[src/rtl/cmp_flags_pkg.sv]
package cmp_flags_pkg;
    localparam logic [1:0] ORD_GT = 2'b01;
    localparam logic [1:0] ORD_EQ = 2'b00;
    localparam logic [1:0] ORD_LT = 2'b11;

    typedef struct packed {
        logic       vld;
        logic       z;
        logic       n;
        logic       c;
        logic       v;
        logic       lt;
        logic [1:0] ord;
        logic       mis;
    } cmp_res_t;
endpackage

[src/rtl/cmp_sub_flags.sv]
module cmp_sub_flags #(
    parameter int W = 8
) (
    input  logic [W-1:0] a,
    input  logic [W-1:0] b,
    output logic         z,
    output logic         n,
    output logic         c,
    output logic         v
);
    localparam int LO = W - 1;

    logic [LO-1:0] low_sum;
    logic          c_into_msb;
    logic          msb_sum;
    logic          c_out;
    logic [W-1:0]  diff;

    // Split adder so the carry into the sign bit is visible.
    always_comb begin
        {c_into_msb, low_sum} = {1'b0, a[LO-1:0]} + {1'b0, ~b[LO-1:0]} + {{LO{1'b0}}, 1'b1};
        {c_out, msb_sum}      = {1'b0, a[W-1]} + {1'b0, ~b[W-1]} + {1'b0, c_into_msb};
        diff = {msb_sum, low_sum};
        z = (diff == '0);
        n = diff[W-1];
        c = c_out;
        v = c_into_msb ^ c_out;
    end
endmodule

[src/rtl/cmp_bit_scan.sv]
module cmp_bit_scan #(
    parameter int W = 8
) (
    input  logic [W-1:0] a,
    input  logic [W-1:0] b,
    output logic [1:0]   ord
);
    import cmp_flags_pkg::*;

    logic [1:0] level [W-1:0];

    // Chain from LSB upward: each bit that differs overrides lower decisions.
    genvar i;
    generate
        for (i = 0; i < W - 1; i++) begin : g_mag
            if (i == 0) begin : g_first
                assign level[i] = (a[i] == b[i]) ? ORD_EQ : (a[i] ? ORD_GT : ORD_LT);
            end else begin : g_next
                assign level[i] = (a[i] == b[i]) ? level[i-1] : (a[i] ? ORD_GT : ORD_LT);
            end
        end
    endgenerate

    // Sign bit with reversed order.
    assign level[W-1] = (a[W-1] == b[W-1]) ? level[W-2] : (a[W-1] ? ORD_LT : ORD_GT);
    assign ord = level[W-1];
endmodule

[src/rtl/cmp_flags_top.sv]
module cmp_flags_top #(
    parameter int W = 8
) (
    input  logic         clk,
    input  logic         rst_n,
    input  logic         in_vld,
    input  logic [W-1:0] op_a,
    input  logic [W-1:0] op_b,
    output logic         out_vld,
    output logic         flag_z,
    output logic         flag_n,
    output logic         flag_c,
    output logic         flag_v,
    output logic         lt,
    output logic [1:0]   ord,
    output logic         mismatch
);
    import cmp_flags_pkg::*;

    logic       f_z, f_n, f_c, f_v;
    logic [1:0] scan_ord;
    cmp_res_t   res_d, res_q;

    cmp_sub_flags #(.W(W)) u_sub (
        .a(op_a), .b(op_b), .z(f_z), .n(f_n), .c(f_c), .v(f_v)
    );

    cmp_bit_scan #(.W(W)) u_scan (
        .a(op_a), .b(op_b), .ord(scan_ord)
    );

    always_comb begin
        res_d     = res_q;
        res_d.vld = in_vld;
        if (in_vld) begin
            res_d.z   = f_z;
            res_d.n   = f_n;
            res_d.c   = f_c;
            res_d.v   = f_v;
            res_d.lt  = f_n ^ f_v;
            res_d.ord = f_z ? ORD_EQ : ((f_n ^ f_v) ? ORD_LT : ORD_GT);
            res_d.mis = (res_d.ord != scan_ord);
        end
    end

    always_ff @(posedge clk or negedge rst_n) begin
        if (!rst_n) res_q <= '0;
        else        res_q <= res_d;
    end

    assign out_vld  = res_q.vld;
    assign flag_z   = res_q.z;
    assign flag_n   = res_q.n;
    assign flag_c   = res_q.c;
    assign flag_v   = res_q.v;
    assign lt       = res_q.lt;
    assign ord      = res_q.ord;
    assign mismatch = res_q.mis;


    vld_delay_chk: assert property (@(posedge clk) disable iff (!rst_n)
        in_vld |=> out_vld);

    hold_chk: assert property (@(posedge clk) disable iff (!rst_n)
        !in_vld |=> $stable(ord) && $stable(flag_z) && $stable(lt));

    zero_eq_chk: assert property (@(posedge clk) disable iff (!rst_n)
        in_vld |=> (flag_z == ($past(op_a) == $past(op_b))));

    lt_signed_chk: assert property (@(posedge clk) disable iff (!rst_n)
        in_vld |=> (lt == ($signed($past(op_a)) < $signed($past(op_b)))));

    ord_code_chk: assert property (@(posedge clk) disable iff (!rst_n)
        out_vld |-> (ord != 2'b10) && ((ord == 2'b11) == lt));

    no_mismatch_chk: assert property (@(posedge clk) disable iff (!rst_n)
        !mismatch);
endmodule

[config.mk]
export PLATFORM = sky130hd
export DESIGN_NAME = cmp_flags_top
export DESIGN_NICKNAME = d
export VERILOG_FILES = /design/src/rtl/cmp_flags_pkg.sv /design/src/rtl/cmp_sub_flags.sv /design/src/rtl/cmp_bit_scan.sv /design/src/rtl/cmp_flags_top.sv
export SDC_FILE = /design/constraint.sdc
export NUM_CORES = 1
export LEC_CHECK = 0
export BUFFER_PORTS_ARGS = -buffer_cell sky130_fd_sc_hd__buf_4
export CORE_MARGIN = 2
export CORE_UTILIZATION = 49
export CTS_CLUSTER_SIZE = 25
export DETAILED_ROUTE_END_ITERATION = 10
export PLACE_DENSITY_LB_ADDON = 0.2
export SETUP_SLACK_MARGIN = 0.1
export SLEW_MARGIN = 20
export SYNTH_ARGS = -nofsm -noshare
export SYNTH_HDL_FRONTEND = slang
export SYNTH_SLANG_ARGS = --single-unit
[constraint.sdc]
create_clock -name clk -period 1.1 [get_ports clk]
set_input_delay 0.11 -clock clk [delete_from_list [all_inputs] [get_ports clk]]
set_output_delay 0.11 -clock clk [all_outputs]
set_load 0.02 [all_outputs]
==> results of run 1 <==
## stage by stage
| step | power [mW] | setup slack (ps) |
|---|---|---|
| CTS | 1.32 | -958 |
| floorplan | 0.754 | -1090 |
| global placement | 1.01 | -1260 |
| global route | 1.44 | -1050 |
| detailed placement | 1.03 | -1370 |
| finish | 1.36 | -979 |
## kinds of logic (layout without fill, tap and decap cells)
kind of cell / after synthesis / after routing / synth area share [%]
mux: 3 / 3 / 4.24
fa+ha+maj: 9 / 9 / 14.9
xor+xnor: 3 / 3 / 3.07
buf+inv: 14 / 68 / 7.02
compound gates: 20 / 20 / 17.8
flops: 9 / 9 / 26.3
simple gates: 35 / 35 / 26.6
## final cells by class
class,instances,area [um^2],area share (%)
multi-input cells,70,674,46.8
repair buffers,51,419,29.1
flip-flops and latches,9,225,15.6
inverters,13,73.8,5.13
clock buffers,4,26.3,1.82
well taps,17,21.3,1.48
## state kept, by name, indices dropped and copies added (netlist names)
name	cells
flag_v	1
out_vld	1
mismatch	1
ord	2
flag_c	1
flag_n	1
flag_z	1
lt	1
## cells in the mapped netlist, drive strengths merged
cell type,count
o211ai,1
o22ai,1
a21boi,1
o21ai,6
fa,2
ha,7
mux2,2
o22a,1
o221ai,1
mux2i,1
nor2b,3
nand4bb,1
nand4,1
buf,1
nand3,1
and2b,1
a22oi,1
and3,5
o31ai,1
a221oi,1
dfrtp,9
nor3,4
a21oi,3
a21o,1
a41oi,1
nor2,5
inv,13
o41ai,1
xnor2,2
nand2b,4
nor4,1
or2,3
nand3b,2
xor2,1
nand2,4
## metal layers
layer	wire length, um	GRT usage, %
met1	835	23.3
met2	1290	47.3
met3	101	2.78
met4	168	18.3
met5	0	0
## worst paths after layout
path / depth (start not counted) / endpoint / start / slack (ps)
min in group asynchronous: 2 / mismatch$_DFFE_PN0P_ / rst_n / 200
worst min register to register: 1 / flag_z$_DFFE_PN0P_ / flag_z$_DFFE_PN0P_ / 520
worst min-delay path: 1 / out_vld$_DFF_PN0_ / in_vld / 80
worst max-delay path: 13 / flag_z$_DFFE_PN0P_ / op_b[3] / -980
max in group asynchronous: 2 / flag_z$_DFFE_PN0P_ / rst_n / 770
worst max register to register: 3 / mismatch$_DFFE_PN0P_ / mismatch$_DFFE_PN0P_ / 160
## what timing repair did
action                     CTS  global route
gates resized for setup     11             9
pin swaps                    8             4
cloned                       0             0
hold buffers                 1             0
setup endpoints to repair    8             8
hold endpoints to repair     9             0
buffers inserted             4             2
## worst register-to-register path: stages (launching register included)
cell	delay [ps]
sky130_fd_sc_hd__dfrtp_1	380
sky130_fd_sc_hd__or2_2	310
sky130_fd_sc_hd__o41ai_2	70
sky130_fd_sc_hd__a41oi_2	60
## power by group
part | total [mW] | internal [mW] | switching, mW
Sequential | 0.397 | 0.374 | 0.0227
Combinational | 0.717 | 0.378 | 0.339
Clock | 0.249 | 0.139 | 0.110
Total | 1.36 | 0.891 | 0.472
==> flow_results.org, run 1 <==
** Synthesis
- Proportion of synthesized chip area in sequential cells :: between 20% and 30%
- By area the synthesized netlist is led by sky130_fd_sc_hd__dfrtp_1 26%, sky130_fd_sc_hd__ha_1 10%, sky130_fd_sc_hd__inv_1 5.3%, sky130_fd_sc_hd__fa_1 4.7%, sky130_fd_sc_hd__and3_4 3.9%.
- Count of mapped cells out of synthesis :: 93
- Dividing the synthesized area by the synthesized cell count gives around 9.2 um^2.
- In this run the cell area of the synthesized design comes to about 860 um^2.
- Fraction of post-synthesis cell area in the top cell type by area :: roughly a quarter
- Total number of yosys warnings :: 0
- Syn Nets :: around 120
- Seq cells post-synth :: 9
- Distinct cell type count of the synthesized netlist :: 44
- The largest total area in the synthesized netlist belongs to sky130_fd_sc_hd__dfrtp_1.

** Global routing
- Tot GR Track Use :: between 20 and 25%
- The first global-routing pass estimated between 3 and 4 mm of wire.
- Number of global-route vias before repair :: approximately 900
- For this run the aggregate overflow at the end of global routing stands at 0.
- The initial antenna violation count was 0.
- Maximum number of pins on one net before global-route repair :: 16

** Status
- Violations in the final reports :: negative setup slack
- The run finished, with violations left.

** Worst setup path
- Buffers plus inverters on the worst setup path :: 2
- Walking the worst path, the cells encountered are buf_8 -> inv_12 -> ha_4 -> a21o_1 -> a21oi_2 -> a21boi_2 -> o21ai_2 -> nand2b_1 -> fa_2 -> nor3_2 -> o31ai_2 -> nor2_2 -> mux2_4.
- Data on the critical path arrives at its endpoint at 2220 ps.
- The worst setup path is launched from an input port.
- Capturing element type of the critical path :: register
- Worst endpoint required time :: approximately 1200 ps
- The largest single stage delay on the critical path is roughly 570 ps.
- Worst-path maximum fanout :: 3
- The worst setup path is of the in2reg kind.
- The cell family contributing the most delay on the critical path is adder cells.
- Among all stages on the critical path, the largest delay is contributed by sky130_fd_sc_hd__fa_2.

** Route
- Across all layers, the routed design uses roughly 920 vias.
- The first detailed-routing pass took 4 iterations.
- Drc violations :: 0
- In this run the remaining antenna-violating nets after routing total 0.
- After detailed routing, the average wire length per cell comes to between 10 and 15 um.
- Avg Vias per Cell :: between 5 and 6
- The final layout contains routed wiring with a total length of 2.39 mm.
- Initial DRC Count :: 21

** Clock network
- Number of clock sinks :: 9
- H-Tree Level Count :: 1
- Clock-pin transition on the worst setup and hold timing paths :: around 60 ps
- TritonCTS clock tree :: done
- The longest clock path from root to sink contains 2 buffers.
- Root buf cell :: sky130_fd_sc_hd__clkbuf_4
- At the later pin of the worst-skew pair, clock insertion delay measures between 200 and 300 ps.
- CTS Buf Count :: 3

** Place
- Number of instances in the placed design :: roughly 160
- After legalization and detailed placement, the total HPWL measured approximately 1.8 mm.
- After detailed placement, the total cell area comes to about 1300 um^2.
- Buffers added on ports :: 27
- Final weighted congestion of routability-driven global placement :: between 0.7 and 0.8

** Die
- Core footprint :: approximately 1700 um^2
- Total die area :: between 2000 and 2500 um^2
- The floorplan has 15 rows.
- The floorplan step set the die height to between 40 and 50 um.
- Initial core utilization :: 50.7%
- Die W :: between 40 and 50 um
- 28 I/O pins were placed.

** Timing
- The final number of hold-violating endpoints is 0.
- Headroom to the max-slew limit :: a little over two thirds
- Final worst setup slack :: -979 ps
- FMAX :: 0.481 GHz
- Hold timing on the final database bottoms out at a slack of approximately 85 ps.
- Setup violations remaining at the end of the flow were counted as 8.
- Worst Clk Skew :: 0 ps
- Setup repair after global routing could not meet its margin everywhere.
- The worst path in the final design needs a cycle of a little over 2000 ps, including I/O delays and setup.
- Pins Over Slew Limit :: 0
- After layout, the worst path uses 189% of the clock period.
- Accumulated negative setup slack :: -5990 ps
- At the pin with the least slew margin, the transition time is 439 ps.

** Final layout
- In the final design database the tool counted around 180 nets.
- Post-Route Utilization :: a little under nine tenths
- After routing the design area is about 1400 um^2.
- Fillers :: approximately 110
- Commonest non-fill, non-tap cell in the layout :: sky130_fd_sc_hd__buf_4
- Total inserted antenna cells :: 0
- The finished layout holds around 160 standard cells, fillers aside.
- Leaving out fill and tap cells, the most frequent cells in the layout are 43 x sky130_fd_sc_hd__buf_4, 9 x sky130_fd_sc_hd__dfrtp_1, 8 x sky130_fd_sc_hd__inv_1, 5 x sky130_fd_sc_hd__buf_6.
- Proportion of layout cells with a drive suffix above 1 :: about three fifths
- Area growth from synthesis to final layout :: 68.3%

** Power and ir drop
- Total power per unit cell area :: about 950 nW/um^2
- Static leakage :: between 0.6 and 0.7 nW
- Peak supply drop :: ~0.55 mV

** Worst hold path
- The tightest min-delay check is of the in2reg type.

** Flow run
- The tool flagged a number of max-cap violations equal to 0.
Note: power is estimated with default switching activity, not from simulation.
==> run 2: changes to the inputs <==
Settings changed: RECOVER_POWER from default to 25.
==> run 2 against run 1 <==
  * First-iteration DRC count is the same
  * The flow still finishes with violations (negative setup slack)
  * Largest power group unchanged
  * Clock skew unchanged
  * Via count did not move
  * Critical endpoint unchanged
==> flow_results.org, run 2 (synthesized netlist as in run 1, its figures left out) <==
** Final layout
- Commonest non-fill, non-tap cell in the layout :: sky130_fd_sc_hd__buf_4
- In the layout the commonest cells are 42 x sky130_fd_sc_hd__buf_4, 9 x sky130_fd_sc_hd__dfrtp_1, 8 x sky130_fd_sc_hd__inv_1, 5 x sky130_fd_sc_hd__buf_6.
- Relative to the synthesized area, the layout overhead comes to 67.8%.
- Number of flip-flops under the largest register name :: 2 (unchanged)
- The cell area after layout is 1440 um^2 (-0.26%).
- The total inserted antenna cells was 0 (unchanged).
- The final net count came to 176 (unchanged).
- Proportion of layout cells with a drive suffix above 1 :: 57.8% (-0.68 points)

** Global routing
- The global-route wire length before repair was 3.71 mm (unchanged).
- Maximum number of pins on one net before global-route repair :: 16 (unchanged)
- Tot GR Track Use :: 24.7% (unchanged)
- Number of antenna violations at the first check in global routing :: 0 (unchanged)
- Total overflow reported by the global router :: 0 (unchanged)
- Number of global-route vias before repair :: 916 (unchanged)

** Power and ir drop
- The largest vdd supply drop came to 0.541 mV (-1.3%).
- Static leakage :: 0.667 nW (-0.54%)
- The areal power density over the cells was 948 nW/um^2 (+0.13%).
- The total power came to 1.36 mW (-0.13%).

** Clock network
- Root buf cell :: sky130_fd_sc_hd__clkbuf_4
- Clock latency on the worst-skew pair :: 260 ps (about the same)
- The clock transition at the register clock pins on the worst setup and hold paths after CTS is 60 ps (about the same).
- The maximum clock insertion buffer count came to 2 (unchanged).
- The count of clock tree sinks was 9 (unchanged).
- The clock buffer count from CTS was 3 (unchanged).
- H-Tree Level Count :: 1 (unchanged)
- TritonCTS built the clock tree.

** Route
- Avg Vias per Cell :: 5.63 (unchanged)
- Antenna violation net count after detailed routing :: 0 (unchanged)
- Number of iterations in the first detailed-routing pass :: 4 (unchanged)
- Vias :: 924 (unchanged)
- The count of unresolved DRC violations after routing was 0 (unchanged).
- The violation count after the first detailed-routing iteration was 21 (unchanged).
- Average wire per cell in the routed design :: 14.6 um (-0.13%)
- The total length of routed wires is 2.39 mm (-0.13%).

** Place
- The placed instance area was 1290 um^2 (unchanged).
- Final weighted congestion of routability-driven global placement :: 0.750 (unchanged)
- DP HPWL :: 1.77 mm (unchanged)
- Buffers added on ports :: 27 (unchanged)

** Timing
- Unrepaired setup endpoints after global routing :: yes
- Headroom to the max-slew limit :: 70.5% (unchanged)
- Pins Over Slew Limit :: 0 (unchanged)
- The least setup slack across all paths after layout came to -979 ps (unchanged).
- The clock period minus worst slack came to 2080 ps (unchanged).
- The final number of hold-violating endpoints came to 0 (unchanged).
- Worst Clk Skew :: 0 ps (unchanged)
- The upper clock frequency limit is 0.481 GHz (unchanged).
- The total setup violations reported at the end of the flow was 8 (unchanged).
- Final worst-path cycle share :: 189% (unchanged)
- The pin slew with the least headroom to its limit came to 439 ps (unchanged).

** Worst setup path
- Worst endpoint required time :: 1240 ps (about the same)
- The reg-to-reg setup timing slack is 160 ps (about the same).
- STA classifies the critical path startpoint as an input port.
- The worst setup path is captured at a register.
- The data arrival at the endpoint of the critical path was 2220 ps (about the same).
- The count of cells along the worst register-to-register path was 3 (unchanged).
- The critical path starts at op_b[3].
- The peak fanout along the critical path was 3 (unchanged).
- The critical path ends at flag_z$_DFFE_PN0P_.
- In this run the critical register-to-register path is captured at mismatch$_DFFE_PN0P_.
- The worst setup path is of the in2reg kind.
- In this run the critical register-to-register path is launched from mismatch$_DFFE_PN0P_.

** Flow run
- The number of maximum-capacitance constraint violations is 0 (unchanged).

** Die
- The row count came to 15 (unchanged).
- The I/O pin count is 28 (unchanged).
- The vertical die dimension came to 45.8 um (unchanged).
- Core footprint :: 1690 um^2 (unchanged)
- The starting density of the core came to 50.7% (unchanged).
- The die footprint was 2100 um^2 (unchanged).
- Die W :: 45.8 um (unchanged)

** Worst hold path
- The number of stages on the worst hold path is 1 (unchanged).
- Worst Hold Class :: in2reg

** Status
- The run finished, with violations left.
- The checks that failed: negative setup slack.
-- run 2: cell count changes in the layout (fill, tap and decap cells not counted) --
cell,previous run,this run
sky130_fd_sc_hd__buf_4,43,42
sky130_fd_sc_hd__clkbuf_1,1,2
-- run 2: worst min-delay path by stage --
stage	startpoint	endpoint	slack [ps]
CTS	in_vld	out_vld$_DFF_PN0_	80
global route	in_vld	out_vld$_DFF_PN0_	80
global placement	rst_n	lt$_DFFE_PN0P_	-70
floorplan	rst_n	flag_c$_DFFE_PN0P_	-190
detailed placement	rst_n	lt$_DFFE_PN0P_	-60
finish	in_vld	out_vld$_DFF_PN0_	80
-- run 2: where the power goes --
part	switching (mW)	internal [mW]
clock network	0.110	0.139
logic	0.339	0.376
registers	0.0227	0.374
-- run 2: repair_timing --
item | 4_1_cts | 5_1_grt
endpoints found under the setup margin | 8 | 8
resized for setup | 11 | 9
hold buffers | 1 | 0
pin swaps | 8 | 4
buffers inserted | 4 | 2
endpoints found under the hold margin | 9 | 0
-- run 2: layer usage --
| layer | track usage, % | up-vias | wire length, um |
|---|---|---|---|
| li1 | - | 437 | - |
| met1 | 23.3 | 428 | 832 |
| met2 | 47.3 | 42 | 1290 |
| met3 | 2.78 | 17 | 101 |
| met4 | 18.3 | 0 | 168 |
| met5 | 0 | - | 0 |
-- run 2: layout make-up --
cell class              count  area [um^2]
clock buffers               4         26.3
well taps                  17         21.3
multi-input cells          70          674
repair buffers             51          415
flip-flops and latches      9          225
fillers                   104          253
inverters                  13         73.8
-- run 2: metrics by stage --
step | hold WS [ps] | worst slack (ps) | setup TNS [ps] | std cells | utilization [%]
global route | 75.7 | -1050 | -6560 | 164 | 85.0
floorplan | -186 | -1090 | -6860 | 93 | -
detailed placement | -64.8 | -1370 | -8920 | 155 | 76.6
CTS | 76.5 | -958 | -5960 | 163 | 82.7
global placement | -66.3 | -1260 | -8400 | 155 | 76.6
finish | 84.9 | -979 | -5990 | 164 | 85.0
-- run 2: worst max-delay path, stage by stage --
cell                       delay (ps)
sky130_fd_sc_hd__buf_8             90
sky130_fd_sc_hd__inv_12            30
sky130_fd_sc_hd__ha_4             230
sky130_fd_sc_hd__a21o_1           180
sky130_fd_sc_hd__a21oi_2          150
sky130_fd_sc_hd__a21boi_2          80
sky130_fd_sc_hd__o21ai_2          150
sky130_fd_sc_hd__nand2b_1         120
sky130_fd_sc_hd__fa_2             570
sky130_fd_sc_hd__nor3_2            50
sky130_fd_sc_hd__o31ai_2          100
sky130_fd_sc_hd__nor2_2            90
sky130_fd_sc_hd__mux2_4           260
==> run 3: changes to the inputs <==
Settings changed: SETUP_SLACK_MARGIN 0.1 to 0.3.
==> run 3 against run 2 <==
  * The flow still finishes with violations (negative setup slack)
  * Critical path depth stayed put
  * Die area unchanged
  * Sequential share of layout area down 0.86 points
  * Utilization rose by 5.0 points
  * Worst setup slack worse by 120 ps
  * Register-to-register slack worse by 40 ps
  * Clock skew unchanged
  * Sequential power up 3%
  * First-iteration DRC count increased by 62%
  * Wire length is 26% higher
  * Design area rose by 5.8%
  * Via count is 8.2% higher
  * Largest power group unchanged
  * Highest routed layer unchanged
==> flow_results.org, run 3 (synthesized netlist as in run 1, its figures left out) <==
** Place
- Post-Place Worst Slack :: -1370 ps (unchanged)
- Final weighted congestion of routability-driven global placement :: 0.750 (unchanged)
- The number of I/O port buffers is 27 (unchanged).
- The post-detailed-placement half-perimeter wirelength is 1.77 mm (unchanged).

** Die
- Core footprint :: 1690 um^2 (unchanged)
- The vertical die dimension came to 45.8 um (unchanged).
- The I/O pin count was 28 (unchanged).
- The row count is 15 (unchanged).
- The die width was 45.8 um (unchanged).
- The die footprint was 2100 um^2 (unchanged).
- The starting density of the core was 50.7% (unchanged).

** Timing
- The max-slew violation total from the final report is 0 (unchanged).
- The upper clock frequency limit came to 0.455 GHz (-5.3%).
- Final critical path time including I/O delays and setup :: 2200 ps (+117 ps)
- The total setup violations reported at the end of the flow was 8 (unchanged).
- Setup repair after global routing could not meet its margin everywhere.
- The worst slew margin relative to its limit came to 67.7% (-2.8 points).
- Total count of hold-check failures in the final report :: 0 (unchanged)
- Worst Clk Skew :: 0 ps (unchanged)
- The least setup slack across all paths after layout was -1100 ps (-117 ps).
- Final worst-path cycle share :: 200% (+11 points)
- The pin slew with the least headroom to its limit was 484 ps (+45.4 ps).

** Worst setup path
- Cell-by-cell listing of the critical path :: buf_4 -> inv_2 -> ha_2 -> and2b_4 -> o21ai_4 -> a21boi_1 -> o21ai_1 -> nand2b_1 -> fa_2 -> nor3_2 -> o31ai_2 -> nor2_2 -> mux2_4
- CP Launch Type :: input port
- The slowest stage of the critical path is the sky130_fd_sc_hd__fa_2 cell.
- Classification of the worst setup path :: in2reg
- Largest stage delay on the critical path :: 570 ps (about the same)
- STA classifies the critical path endpoint as a register.
- The data required time of the worst path came to 1260 ps (+20 ps).
- On the critical path the largest part of the delay comes from adder cells.
- The data arrival at the endpoint of the critical path came to 2360 ps (+140 ps).
- Buffers plus inverters on the worst setup path :: 2 (unchanged)
- Worst-path maximum fanout :: 3 (unchanged)

** Final layout
- Number of flip-flops under the largest register name :: 2 (unchanged)
- Area growth from synthesis to final layout :: 77.6%
- Proportion of layout cells with a drive suffix above 1 :: 59.1% (+1.3 points)
- Most frequent cells in the layout :: 39 x sky130_fd_sc_hd__buf_4, 15 x sky130_fd_sc_hd__buf_6, 9 x sky130_fd_sc_hd__dfrtp_1, 7 x sky130_fd_sc_hd__inv_1
- Commonest non-fill, non-tap cell in the layout :: sky130_fd_sc_hd__buf_4
- # nets final :: 183 (+4.0%)
- The total inserted antenna cells was 0 (unchanged).
- The final standard cell utilization of the core was 90.0% (+5.0 points).

** Power and ir drop
- The areal power density over the cells was 975 nW/um^2 (+2.9%).
- Peak supply drop :: 0.848 mV (+57%)
- The standby leakage power came to 0.709 nW (+6.4%).

** Global routing
- The initial antenna violation count came to 0 (unchanged).
- Number of global-route vias before repair :: 976 (+6.6%)
- Tot GR Track Use :: 26.6% (+2.0 points)
- Total overflow reported by the global router :: 0 (unchanged)
- Maximum number of pins on one net before global-route repair :: 16 (unchanged)
- The global-route wire length before repair was 4.00 mm (+8.0%).

** Route
- The via density per instance was 5.85 (+3.8%).
- Antenna violation net count after detailed routing :: 0 (unchanged)
- The total length of routed wires was 3.02 mm (+26%).
- The count of unresolved DRC violations after routing came to 0 (unchanged).
- The detailed-routing iteration count for the pre-antenna-repair pass came to 4 (unchanged).
- The wire length per cell came to 17.7 um (+21%).
- The violation count after the first detailed-routing iteration was 34 (+62%).
- Vias :: 1,000 (+8.2%)

** Clock network
- The later-pin clock latency in the skew report was 270 ps (about the same).
- TritonCTS built the clock tree.
- The count of clock tree sinks came to 9 (unchanged).
- The cell sitting at the root of the clock tree is a sky130_fd_sc_hd__clkbuf_4.
- The clock buffer count from CTS came to 3 (unchanged).
- The clock transition at the register clock pins on the worst setup and hold paths after CTS is 60 ps (about the same).
- Maximum buffer depth of the clock tree :: 2 (unchanged)
- The maximum level of the CTS H-tree came to 1 (unchanged).

** Worst hold path
- The worst hold path belongs to the class in2reg.

** Flow run
- Number of max-cap violations :: 0 (unchanged)

** Status
- Run status :: finished, violations left
- Violations in the final reports :: negative setup slack
-- run 3: changes by cell type in the layout (fill, tap and decap cells not counted) --
| cell | change |
|---|---|
| sky130_fd_sc_hd__ha_1 | -1 |
| sky130_fd_sc_hd__a21boi_1 | +1 |
| sky130_fd_sc_hd__buf_6 | +10 |
| sky130_fd_sc_hd__inv_4 | +1 |
| sky130_fd_sc_hd__inv_1 | -1 |
| sky130_fd_sc_hd__ha_2 | +1 |
| sky130_fd_sc_hd__buf_4 | -3 |
| sky130_fd_sc_hd__a21boi_2 | -1 |
| sky130_fd_sc_hd__o21ai_1 | +2 |
| sky130_fd_sc_hd__o21ai_2 | -2 |
-- run 3: power by group --
part | total (mW) | internal (mW) | switching (mW)
sequential | 0.407 | 0.374 | 0.0331
clock | 0.267 | 0.140 | 0.127
combinational | 0.808 | 0.442 | 0.366
total | 1.48 | 0.957 | 0.526
-- run 3: path summary, 6_finish.rpt --
check / to / start / depth (start not counted) / slack, ps
max: flag_z$_DFFE_PN0P_ / op_a[0] / 13 / -1100
min: out_vld$_DFF_PN0_ / in_vld / 1 / 80
max reg2reg: mismatch$_DFFE_PN0P_ / mismatch$_DFFE_PN0P_ / 3 / 120
min reg2reg: ord[0]$_DFFE_PN0P_ / ord[0]$_DFFE_PN0P_ / 2 / 550
max in group asynchronous: ord[0]$_DFFE_PN0P_ / rst_n / 2 / 470
min in group asynchronous: flag_z$_DFFE_PN0P_ / rst_n / 2 / 300
-- run 3: repair_timing --
action                     in CTS  in global routing
hold buffers                    1                  0
pin swaps                       8                  5
setup buffers                   8                  3
setup endpoints to repair      17                 17
hold endpoints to repair        9                  0
gates resized for setup        22                  8
-- run 3: layout make-up --
class / count / area [um^2]
Tap cell: 17 / 21.3
Sequential cell: 9 / 225
Timing Repair Buffer: 58 / 505
Clock buffer: 4 / 26.3
Inverter: 13 / 76.3
Multi-Input combinational cell: 70 / 666
Fill cell: 78 / 169
-- run 3: per-layer routing --
layer  up-vias  wire length (um)  GRT usage, %
li1        450                 -             -
met1       462               983          25.6
met2        68              1640          50.7
met3        20               211          3.57
met4         0               182          18.9
met5         -                 0             0
-- run 3: metrics by stage --
stage	power, mW	TNS (ps)	cells	hold slack [ps]	instance area [um^2]
finish	1.48	-6950	171	76.5	1520
global route	1.56	-7240	171	57.7	1520
CTS	1.39	-6120	168	76.5	1480
detailed placement	1.03	-8920	155	-64.8	1290
global placement	1.01	-8400	155	-66.3	1290
floorplan	0.754	-6860	93	-186	938
